## config.mk

```make
export PLATFORM = sky130hd
export DESIGN_NAME = chg_seq
export DESIGN_NICKNAME = d
export VERILOG_FILES = /design/src/rtl/chg_seq_pkg.sv /design/src/rtl/chg_dwell.sv /design/src/rtl/chg_safety_tmr.sv /design/src/rtl/chg_seq.sv
export SDC_FILE = /design/constraint.sdc
export NUM_CORES = 1
export LEC_CHECK = 0
export BUFFER_PORTS_ARGS = -buffer_cell sky130_fd_sc_hd__buf_2
export CORE_ASPECT_RATIO = 1.4
export CORE_MARGIN = 3
export CORE_UTILIZATION = 55
export DETAILED_ROUTE_END_ITERATION = 7
export PLACE_DENSITY_LB_ADDON = 0.3
export SLEW_MARGIN = 10
export SYNTH_ARGS = -nofsm -noshare
export SYNTH_HDL_FRONTEND = slang
export SYNTH_HIERARCHICAL = 1
export SYNTH_SLANG_ARGS = --single-unit
```

## constraint.sdc

```tcl
create_clock -name clk -period 2.6 [get_ports clk]
set_clock_uncertainty 0.05 [all_clocks]
set_input_delay 0.52 -clock clk [delete_from_list [all_inputs] [get_ports clk]]
set_output_delay 0.52 -clock clk [all_outputs]
set_load 0.005 [all_outputs]
```

## src/rtl/chg_seq_pkg.sv

```systemverilog
package chg_seq_pkg;

  typedef enum logic [3:0] {
    PH_WAIT    = 4'd0,
    PH_TRICKLE = 4'd1,
    PH_PRE     = 4'd2,
    PH_FAST    = 4'd3,
    PH_CV      = 4'd4,
    PH_TOPOFF  = 4'd5,
    PH_DONE    = 4'd6,
    PH_SUSP    = 4'd7,
    PH_FAULT   = 4'd8
  } phase_e;

  typedef enum logic [1:0] {
    SP_ZERO    = 2'd0,
    SP_TRICKLE = 2'd1,
    SP_PRE     = 2'd2,
    SP_FAST    = 2'd3
  } setp_e;

  // longest fast-charge limit, used to size the shared timer width
  localparam int FAST_MAX_MIN = 330;

  // fast-charge limit in minutes; zero means the timer is off
  function automatic int fast_minutes(input logic [1:0] sel);
    case (sel)
      2'd0:    return 210;
      2'd1:    return 270;
      2'd2:    return 330;
      default: return 0;
    endcase
  endfunction

  // top-off limit in minutes, 10 to 45 in 5 minute steps
  function automatic int topoff_minutes(input logic [2:0] sel);
    return 10 + 5 * int'(sel);
  endfunction

  // setpoint chosen for a phase
  function automatic setp_e setp_for(input phase_e ph, input logic stop);
    case (ph)
      PH_TRICKLE:                 return SP_TRICKLE;
      PH_PRE:                     return SP_PRE;
      PH_FAST, PH_CV, PH_TOPOFF:  return SP_FAST;
      PH_DONE:                    return stop ? SP_ZERO : SP_FAST;
      default:                    return SP_ZERO;
    endcase
  endfunction

  function automatic logic is_charging(input phase_e ph);
    return ph inside {PH_TRICKLE, PH_PRE, PH_FAST, PH_CV, PH_TOPOFF, PH_DONE};
  endfunction

endpackage

```

## src/rtl/chg_dwell.sv

```systemverilog
// Counts ticks while a condition holds in an enabled phase; met after N ticks.
module chg_dwell #(
  parameter int N = 7
) (
  input  logic clk,
  input  logic rst_n,
  input  logic tick,
  input  logic en,
  input  logic cond,
  output logic met
);
  localparam int CW = $clog2(N + 1);

  logic [CW-1:0] cnt;
  logic          live;

  assign live = en && cond;

  always_ff @(posedge clk or negedge rst_n) begin
    if (!rst_n)                         cnt <= '0;
    else if (!live)                     cnt <= '0;
    else if (tick && cnt != CW'(N))     cnt <= cnt + 1'b1;
  end

  assign met = live && (cnt == CW'(N));

  // a broken hold must restart the count (glitch rejection)
  assert_dwell_restart_R2: assert property (@(posedge clk) disable iff (!rst_n)
    !live |=> cnt == '0)
    else $error("dwell count kept after condition dropped");

endmodule

```

## src/rtl/chg_safety_tmr.sv

```systemverilog
// Safety timer: runs while enabled, cleared when not, expired at the limit.
module chg_safety_tmr #(
  parameter int W = 10
) (
  input  logic         clk,
  input  logic         rst_n,
  input  logic         tick,
  input  logic         run,
  input  logic [W-1:0] limit,
  output logic         expired
);
  logic [W-1:0] cnt;

  always_ff @(posedge clk or negedge rst_n) begin
    if (!rst_n)                   cnt <= '0;
    else if (!run)                cnt <= '0;
    else if (tick && cnt < limit) cnt <= cnt + 1'b1;
  end

  assign expired = run && (cnt >= limit);

  // a timer that is stopped starts from zero next time (timers reset on exit)
  assert_tmr_clear_R4: assert property (@(posedge clk) disable iff (!rst_n)
    !run |=> cnt == '0)
    else $error("safety timer not cleared when stopped");

endmodule

```

## src/rtl/chg_seq.sv

```systemverilog
module chg_seq
  import chg_seq_pkg::*;
#(
  parameter int MIN_TICKS       = 60000,
  parameter int START_TICKS     = 220,
  parameter int WAIT_TICKS      = 27,
  parameter int DEGLITCH_TICKS  = 7,
  parameter int RECHG_TICKS     = 27,
  parameter int SOFTSTART_TICKS = 2,
  parameter int PRE_MIN         = 45
) (
  input  logic       clk,
  input  logic       rst_n,
  input  logic       tick,
  input  logic       vin_ok,
  input  logic       charge_enable,
  input  logic       chg_suspend,
  input  logic       chg_off_pin,
  input  logic       bat_present,
  input  logic       vin_ovp,
  input  logic       bat_ovp,
  input  logic       die_hot,
  input  logic       bat_gt_trk,
  input  logic       bat_gt_sysmin,
  input  logic       bat_at_reg,
  input  logic       ichg_lt_topoff,
  input  logic       bat_lt_rch,
  input  logic [1:0] fast_tmr_sel,
  input  logic       ilim_is_100,
  input  logic [2:0] topoff_tmr_sel,
  input  logic       stop_at_done,
  output logic [3:0] phase,
  output logic [1:0] isel,
  output logic       soft_start,
  output logic       chg_on,
  output logic       evt_susp,
  output logic       evt_fault,
  output logic       evt_topoff,
  output logic       evt_done,
  output logic       evt_rch
);
  localparam int TW  = $clog2(FAST_MAX_MIN * MIN_TICKS + 1);
  localparam int SSW = $clog2(SOFTSTART_TICKS + 1);

  phase_e         ph, ph_n;
  logic           qual_ok, toggle, fast_on;
  logic           en_q, off_q;
  logic           start_met, trk_met, sys_met, top_met, rch_met;
  logic           pre_exp, fast_exp, topoff_exp;
  logic [TW-1:0]  pre_lim, fast_lim, topoff_lim;
  logic [SSW-1:0] ss_cnt;
  logic           ss_load;
  logic           ev_susp, ev_fault, ev_topoff, ev_done, ev_rch;

  // qualification and fault-clear sources
  assign qual_ok = charge_enable && !chg_suspend && !chg_off_pin && bat_present &&
                   !vin_ovp && !bat_ovp && !die_hot;
  assign toggle  = (charge_enable != en_q) || (chg_off_pin != off_q);
  assign fast_on = (fast_tmr_sel != 2'b11) && !ilim_is_100;

  // dwell (deglitch) counters
  chg_dwell #(.N(START_TICKS + WAIT_TICKS)) u_start (
    .clk, .rst_n, .tick, .en(ph == PH_WAIT), .cond(vin_ok), .met(start_met));
  chg_dwell #(.N(DEGLITCH_TICKS)) u_trk (
    .clk, .rst_n, .tick, .en(ph == PH_TRICKLE), .cond(bat_gt_trk), .met(trk_met));
  chg_dwell #(.N(DEGLITCH_TICKS)) u_sys (
    .clk, .rst_n, .tick, .en(ph == PH_PRE), .cond(bat_gt_sysmin), .met(sys_met));
  chg_dwell #(.N(DEGLITCH_TICKS)) u_top (
    .clk, .rst_n, .tick, .en(ph == PH_CV), .cond(ichg_lt_topoff), .met(top_met));
  chg_dwell #(.N(RECHG_TICKS)) u_rch (
    .clk, .rst_n, .tick, .en(ph == PH_TOPOFF || ph == PH_DONE), .cond(bat_lt_rch),
    .met(rch_met));

  // safety timers
  assign pre_lim    = TW'(PRE_MIN * MIN_TICKS);
  assign fast_lim   = TW'(fast_minutes(fast_tmr_sel) * MIN_TICKS);
  assign topoff_lim = TW'(topoff_minutes(topoff_tmr_sel) * MIN_TICKS);

  chg_safety_tmr #(.W(TW)) u_pre_tmr (
    .clk, .rst_n, .tick, .run(ph == PH_PRE), .limit(pre_lim), .expired(pre_exp));
  chg_safety_tmr #(.W(TW)) u_fast_tmr (
    .clk, .rst_n, .tick, .run(ph == PH_FAST && fast_on), .limit(fast_lim),
    .expired(fast_exp));
  chg_safety_tmr #(.W(TW)) u_top_tmr (
    .clk, .rst_n, .tick, .run(ph == PH_TOPOFF), .limit(topoff_lim),
    .expired(topoff_exp));

  // next phase and events
  always_comb begin
    ph_n      = ph;
    ss_load   = 1'b0;
    ev_susp   = 1'b0;
    ev_fault  = 1'b0;
    ev_topoff = 1'b0;
    ev_done   = 1'b0;
    ev_rch    = 1'b0;
    if (!vin_ok) begin
      ph_n = PH_WAIT;
    end else begin
      case (ph)
        PH_WAIT:  if (start_met) ph_n = qual_ok ? PH_TRICKLE : PH_SUSP;
        PH_SUSP:  if (qual_ok) ph_n = PH_TRICKLE;
        PH_FAULT: if (toggle) ph_n = PH_SUSP;
        default: begin
          if (!qual_ok) begin
            ph_n    = PH_SUSP;
            ev_susp = 1'b1;
          end else begin
            case (ph)
              PH_TRICKLE: if (trk_met) ph_n = PH_PRE;
              PH_PRE: begin
                if (pre_exp) begin
                  ph_n     = PH_FAULT;
                  ev_fault = 1'b1;
                end else if (sys_met) begin
                  ph_n    = PH_FAST;
                  ss_load = 1'b1;
                end
              end
              PH_FAST: begin
                if (bat_at_reg) begin
                  ph_n = PH_CV;
                end else if (fast_exp) begin
                  ph_n     = PH_FAULT;
                  ev_fault = 1'b1;
                end
              end
              PH_CV: begin
                if (top_met) begin
                  ph_n      = PH_TOPOFF;
                  ev_topoff = 1'b1;
                end
              end
              PH_TOPOFF: begin
                if (rch_met) begin
                  ph_n   = PH_FAST;
                  ev_rch = 1'b1;
                end else if (topoff_exp) begin
                  ph_n    = PH_DONE;
                  ev_done = 1'b1;
                end
              end
              PH_DONE: begin
                if (rch_met) begin
                  ph_n   = PH_FAST;
                  ev_rch = 1'b1;
                end
              end
              default: ;
            endcase
          end
        end
      endcase
    end
  end

  always_ff @(posedge clk or negedge rst_n) begin
    if (!rst_n) begin
      ph         <= PH_WAIT;
      en_q       <= 1'b0;
      off_q      <= 1'b0;
      ss_cnt     <= '0;
      evt_susp   <= 1'b0;
      evt_fault  <= 1'b0;
      evt_topoff <= 1'b0;
      evt_done   <= 1'b0;
      evt_rch    <= 1'b0;
    end else begin
      ph         <= ph_n;
      en_q       <= charge_enable;
      off_q      <= chg_off_pin;
      evt_susp   <= ev_susp;
      evt_fault  <= ev_fault;
      evt_topoff <= ev_topoff;
      evt_done   <= ev_done;
      evt_rch    <= ev_rch;
      if (ss_load)                    ss_cnt <= SSW'(SOFTSTART_TICKS);
      else if (ph_n != PH_FAST)       ss_cnt <= '0;
      else if (tick && ss_cnt != '0)  ss_cnt <= ss_cnt - 1'b1;
    end
  end

  // outputs
  assign phase      = ph;
  assign isel       = setp_for(ph, stop_at_done);
  assign chg_on     = is_charging(ph) && !(ph == PH_DONE && stop_at_done);
  assign soft_start = (ss_cnt != '0);

  // assertions
  assert_evt_onehot_R12: assert property (@(posedge clk) disable iff (!rst_n)
    $onehot0({evt_susp, evt_fault, evt_topoff, evt_done, evt_rch}))
    else $error("more than one event at once");

  assert_fault_sticky_R10: assert property (@(posedge clk) disable iff (!rst_n)
    (ph == PH_FAULT && vin_ok && !toggle) |=> ph == PH_FAULT)
    else $error("fault left without a clear source");

  assert_pre_entry_R2: assert property (@(posedge clk) disable iff (!rst_n)
    (ph == PH_PRE && $past(ph) != PH_PRE) |-> $past(ph) == PH_TRICKLE)
    else $error("pre-charge entered from a phase other than trickle");

  assert_ss_in_fast_R3: assert property (@(posedge clk) disable iff (!rst_n)
    soft_start |-> ph == PH_FAST)
    else $error("soft start outside fast charge");

  assert_susp_on_loss_R9: assert property (@(posedge clk) disable iff (!rst_n)
    (vin_ok && !qual_ok && is_charging(ph)) |=> (ph == PH_SUSP && evt_susp))
    else $error("qualification loss did not suspend");

  assert_fast_tmr_off_R5: assert property (@(posedge clk) disable iff (!rst_n)
    (fast_tmr_sel == 2'b11 || ilim_is_100) |-> !fast_exp)
    else $error("disabled fast timer expired");

  assert_done_event_R7: assert property (@(posedge clk) disable iff (!rst_n)
    (ph == PH_DONE && $past(ph) == PH_TOPOFF) |-> evt_done)
    else $error("done entered without done event");

  assert_rch_no_ss_R8: assert property (@(posedge clk) disable iff (!rst_n)
    evt_rch |-> (!soft_start && ph == PH_FAST))
    else $error("recharge with soft start or wrong phase");

  assert_off_zero_R11: assert property (@(posedge clk) disable iff (!rst_n)
    !chg_on |-> isel == SP_ZERO)
    else $error("setpoint non-zero with charger off");

endmodule

```

== Yosys cells after proc, flatten, opt, wreduce, memory -nomap -nowiden ==
Index checks and enable logic that the tools add are counted.
Word-level totals
  bits in registers: 110
  input port bits: 23
  word-level logic and storage cells: 188
Operators by class
  add/sub/neg operators: 10
  multiply operators: 3
  $lt $le $gt $ge: 6
  equality and inequality tests: 32
  multiplexer cells: 71
  reduce and logical (&&, ||, !) cells: 49
Operator list (count)
  two-way mux 25 bit: 6
  adder 25 x 1 -> 25 bit, second input constant: 3
  two-way mux 4 bit: 14
  logical AND 1 bit: 32
  multiplier 32 x 12 -> 20 bit, second input constant: 1
  two-way mux 1 bit: 31
  one-hot mux 9 bit (3 select lines): 1
  greater-or-equal comparator 25 x 22 -> 1 bit, second input constant: 1
  greater-or-equal comparator 25 x 23 -> 1 bit: 1
  greater-or-equal comparator 25 bit: 1
  less-than comparator 25 x 22 -> 1 bit, second input constant: 1
  less-than comparator 25 x 23 -> 1 bit: 1
  less-than comparator 25 bit: 1
  one-hot mux 4 bit (6 select lines): 1
  two-way mux 3 bit: 7
  multiplier 7 x 11 -> 18 bit, second input constant: 1
  != test 2 bit, second input constant: 9
  == test 4 x 3 -> 1 bit, second input constant: 4
  two-way mux 8 bit: 2
  one-hot mux 4 bit (3 select lines): 1
  two-way mux 5 bit: 2
  adder 3 x 1 -> 3 bit, second input constant: 3
  == test 3 bit, second input constant: 3
  != test 3 bit, second input constant: 3
  other kinds (28): 41

== Depth between registers and ports, before layout ==
  depth after elaboration: 14
  gate-level depth with buffers: 35

== By module ==
Netlist, hierarchy kept.
Modules (own cells, without submodules)
  chg_safety_tmr: instances 3, cells an instance 242, area each 1980.6 um^2, seq. area each 625.6 um^2
  chg_seq: instances 1, cells an instance 347, area each 3011.6 um^2, seq. area each 325.3 um^2
  chg_dwell at u_sys ...: instances 3, cells an instance 14, area each 165.2 um^2, seq. area each 75.1 um^2
  chg_dwell at u_start: instances 1, cells an instance 45, area each 434.2 um^2, seq. area each 200.2 um^2
  chg_dwell at u_rch: instances 1, cells an instance 27, area each 277.8 um^2, seq. area each 125.1 um^2

== Worst setup path before layout ==
Ideal clock, no wire load.
  kind: input -> register
  start: input topoff_tmr_sel[2]
  end: register ss_cnt[0]
  data arrival time: 7092 ps
  data required time: 2470 ps
  path slack: -4622 ps
  cell stages on the path: 34
  path through: inv_1 > ha_1 > inv_1 > ha_1 > ha_1 > inv_1 > fa_1 > xor2_1 > inv_1 > ha_1 > xor2_1 > ha_1 > a31o_2 > ha_1 > fa_1 > ha_1 > and4_1 > a221o_1 > a21o_1 > a21oi_1 > xnor2_1 > inv_1 > ha_1 > nand4_1 > or2_0 > nor3_1 > nand3_1 > a41oi_1 > nor2_1 > nand2_1 > nand4_1 > a31o_1 > nor4_1 > nor3b_2
Between the ends
  cells in the longest elaborated chain, start to end: 14
Ends and longest elaborated chain
  start, declared: RTL line chg_seq.sv:30  | input logic [2:0] topoff_tmr_sel,
  multiplier 3 x 3 -> 6 bit (*): RTL line chg_seq_pkg.sv:37  | return 10 + 5 * int'(sel);
  adder 4 x 6 -> 7 bit (*): RTL line chg_seq_pkg.sv:37
  multiplier 7 x 11 -> 18 bit (*): RTL line chg_seq.sv:77  | assign topoff_lim = TW'(topoff_minutes(topoff_tmr_sel) * MIN_TICKS);
  named net topoff_lim[20]: RTL line chg_seq.sv:50  | logic [TW-1:0] pre_lim, fast_lim, topoff_lim;
  greater-or-equal comparator 25 x 23 -> 1 bit (*): RTL line chg_safety_tmr.sv:20  | assign expired = run && (cnt >= limit);
  logical AND 1 bit (*): RTL line chg_safety_tmr.sv:20
  named net topoff_exp: RTL line chg_seq.sv:49  | logic pre_exp, fast_exp, topoff_exp;
  two-way mux 4 bit (*): RTL line chg_seq.sv:138  | end else if (topoff_exp) begin
  two-way mux 4 bit (*): RTL line chg_seq.sv:135  | if (rch_met) begin
  one-hot mux 4 bit (6 select lines) (*): RTL line chg_seq.sv:109  | case (ph)
  two-way mux 4 bit (*): RTL line chg_seq.sv:105  | if (!qual_ok) begin
  one-hot mux 4 bit (3 select lines) (*): RTL line chg_seq.sv:100  | case (ph)
  two-way mux 4 bit (*): RTL line chg_seq.sv:97  | if (!vin_ok) begin
  != test 4 x 2 -> 1 bit (*): RTL line chg_seq.sv:178  | else if (ph_n != PH_FAST) ss_cnt <= '0;
  two-way mux 2 bit: RTL line chg_seq.sv:178
  two-way mux 2 bit: RTL line chg_seq.sv:177  | if (ss_load) ss_cnt <= SSW'(SOFTSTART_TICKS);
  end signal, assigned: RTL line chg_seq.sv:177
  end signal, assigned: RTL line chg_seq.sv:179  | else if (tick && ss_cnt != '0) ss_cnt <= ss_cnt - 1'b1;
  end, declared: RTL line chg_seq.sv:51  | logic [SSW-1:0] ss_cnt;
The timed path passes the listed nets; every way through them passes the cells marked *.
A chain may end at the register's enable or synchronous reset.

== Worst setup path after layout ==
Ends and elaborated chain as after synthesis.

==> impl_results.md <==
- Clk slew on worst S/H paths: around 0.080 ns
- Iter 0 DRT Violations: roughly 540
- Top post-synthesis cells by area: dfrtp_1 27%, ha_1 20%, a21oi_1 6.0%
- Yosys cell types: between 70 and 80
- Total global-route track usage: 0.262
- Number of max-cap violations: 0
- TritonCTS clock tree: done
- Inserted Diodes: 0
- F_max: between 0.1 and 0.15 GHz
- Vias per cell: about 5.7
- Final Max Slew Viols: 0
- WP data arrival: about 7 ns
- RSZ-0062 raised after global routing: true
- TritonRoute pass-1 iters: 6
- Post-Synth Simple-Gate Area: 0.219
- Die width: approximately 120 um
- Failing checks: setup timing
- Number of global-route vias before repair: approximately 10000
- WL final: around 27000 um
- I/O Buffers: 35
- Main combinational cell family by area after synthesis: adder cells
- Synth Area in Compound Gates: 0.158
- Core ar.: roughly 0.018 mm^2
- Cts hold-fix bufs: 0
- Sequential share of the synthesized area: 0.271
- GP Congestion: a little under 0.9
- Bufs on Longest Clock Path: 2
- Syn Area/Cell: around 8.6 um^2
- Status: complete, but fails checks
- Via count: approximately 9900
- Post-Syn Area: 0.0102 mm^2
- GRT overflow: 0
- First-pass GRT wire length: 44300 um
- Mux contribution to synthesized area: 0.0167
- Max VDD drop: ~0.34 mV
- Max_slew headroom: 0.625
- FILL cells: approximately 1200
- Final worst slack: -4.21 ns
- Yosys reg bits: 110
- Reg area: between 0.002 and 0.003 mm^2
- Full die area: 0.0202 mm^2
- Clock period minus final worst setup slack: ~6.8 ns
- Share of post-route cells with drive strength above 1: 0.311
- Worst setup SP type: primary input
- Starting Density: 0.562
- Drt wl/cell: 15.6 um
- # setup viols final: slightly below 60
- Hold WC Path Type: in2async
- Clock Sinks: 110
- CTS HTree Levels: 3
- Worst skew pair latency: between 0.3 and 0.4 ns
- Worst Max-Slew Pin Slew: 0.563 ns
- Leakage Power: between 0.006 and 0.007 uW
- Fin. Hold Viols: 0
- CP max stage delay: about 0.5 ns
- Die Height: between 150 and 200 um
- Critical Path Most Common Cell: ha_4
- Largest net degree at the start of global routing: 40
- Post-Place Setup Slack: -4.50 ns
- Multi-input logic area: 0.00772 mm^2
- CP max-delay cell: fa_1
- IO Count: 36
- Synth top area share: 0.271
- Syn. warnings: 6
- Ys flop type: dfrtp_1
- Asr flop ratio synth: 1.00
- Drc violations: 0
- CTS Root Cell: clkbuf_16
- Pwr Total: roughly 6000 uW
- Crit. End Element: flip-flop
- Core Rows: 58
- Period utilization: 2.62
- Final net count: between 1500 and 2000
- Antenna Nets Post-Route: 0
- Post-Synth Adder-Cell Area: 0.220
- Post-synth EDFFs: 0
- Power per cell area: between 400 and 500 mW/mm^2
- CP required: 2.83 ns
- DP Wirelength: ~19000 um
- CTS buffer count: 9
- Mapped Cells: between 1000 and 1500
- Post-synthesis cell type with the largest combined area: dfrtp_1
- Antenna violations before repair: 0
- Syn-to-layout area delta: 36.0%
- CP max FO: 5
- Critical path class: in2reg
- XOR/XNOR Fraction of Synth Area: 0.0414
[through the flow]
stage / utilization / std cells / instance area [um^2] / TNS (ns) / hold WS (ns)
CTS: 0.734 / 1706 / 13300 / -154.45 / 0.0914
global placement: 0.693 / 1667 / 12500 / -176.80 / 0.462
finish: 0.765 / 1715 / 13800 / -160.77 / 0.0768
global route: 0.765 / 1715 / 13800 / -171.67 / 0.109
floorplan: - / 1223 / 10700 / -156.73 / 0.174
detailed placement: 0.693 / 1667 / 12500 / -182.32 / 0.468
[timing repair]
item                                    in CTS  in global routing
setup buffers                               24                 13
hold endpoints to repair                     0                  0
endpoints found under the setup margin      62                 72
pin swaps                                   56                 61
gates resized for setup                     72                 97
gates cloned                                 3                  2
[where the power goes]
group / total (uW) / leakage (uW) / internal [uW] / switching (uW)
logic: 2820 / 0.00481 / 1440 / 1380
registers: 1720 / 0.00153 / 1710 / 4.27
clock network: 1500 / 0.000159 / 801 / 703
[registers in the layout, indices dropped and copies added, names as in the netlist, 2 cells and up]
| name | flops |
|---|---|
| u_fast_tmr/cnt | 25 |
| u_pre_tmr/cnt | 25 |
| u_top_tmr/cnt | 25 |
| u_start/cnt | 8 |
| u_rch/cnt | 5 |
| phase | 4 |
| u_sys/cnt | 3 |
| u_top/cnt | 3 |
| u_trk/cnt | 3 |
| ss_cnt | 2 |
[critical path, delay by kind of cell]
family / cells / cell delay, ns
buf+inv: 9 / 0.80
fa+ha+maj: 10 / 2.45
compound gates: 5 / 1.09
xor+xnor: 3 / 0.55
simple gates: 10 / 1.62
[area by class of cell]
type / count / share of cell area
multi-input combinational: 944 / 0.559
sequential: 110 / 0.199
timing repair buffer: 271 / 0.158
clock buffer: 10 / 0.0173
clock inverter: 6 / 0.00607
inverter: 134 / 0.0386
tap: 240 / 0.0217
[cells in the final DEF (no fill, tap or decap), drive strengths merged, types with 4 or more instances in the layout]
cell	count
a41oi	4
o211ai	4
nor4	5
ha	160
o31ai	10
nand2	64
inv	136
nor3	19
xor2	21
buf	270
fa	11
a22oi	4
nand3	54
and3	28
xnor2	27
nand4	39
nand2b	14
clkbuf	11
conb	38
or4	8
and2	8
or3	67
a211oi	8
o21ai	94
nor2	56
a21o	10
or2	4
dfrtp	110
and4	9
mux2i	17
a21oi	122
[path summary, 6_finish.rpt]
check	startpoint	endpoint	slack (ns)	cells past startpoint
max	topoff_tmr_sel[2]	ss_cnt[0]	-4.21	37
min	rst_n	u_fast_tmr/cnt[18]	0.08	1
max reg2reg	u_top_tmr/cnt[8]	ss_cnt[0]	-0.51	14
min reg2reg	u_top/cnt[1]	u_top/cnt[1]	0.48	2
max in group asynchronous	rst_n	u_pre_tmr/cnt[0]	1.62	2
min in group clk	chg_off_pin	off_q	0.26	1
[cells in the mapped netlist (3+ instances only)]
master and instances:
a2111oi_2 3, a211oi_1 8, a21o_1 10, a21oi_1 121, a22oi_1 4, a31oi_1 3
a41oi_1 4, and2_1 8, and3_1 24, and3_2 4, and4_1 9, buf_2 12
buf_6 9, buf_8 3, clkbuf_1 11, dfrtp_1 110, fa_1 11, ha_1 160
inv_1 133, mux2i_1 17, nand2_1 64, nand2b_1 11, nand2b_4 3, nand3_1 54
nand4_1 38, nor2_1 56, nor3_1 18, nor4_1 5, o211ai_2 3, o21a_1 3
o21ai_0 59, o21ai_1 35, o31ai_1 9, or2_0 3, or3_1 67, or4_1 8
xnor2_1 27, xor2_1 21
[cells by family after synthesis]
| family | after synthesis |
|---|---|
| AO/OA/AOI/OAI | 277 |
| XOR/XNOR | 48 |
| adder cells (fa/ha/maj) | 172 |
| buffers and inverters | 169 |
| flip-flops | 110 |
| multiplexers | 17 |
| other | 2 |
| AND/OR/NAND/NOR | 392 |
[layer usage]
layer	part of all wire	GRT usage	vias up
met3	0.037	0.0319	93
met1	0.38	0.285	4682
met2	0.54	0.490	291
met5	0	0	-
li1	-	-	4794
met4	0.037	0.133	0
Power figures use the tool's default switching activity.
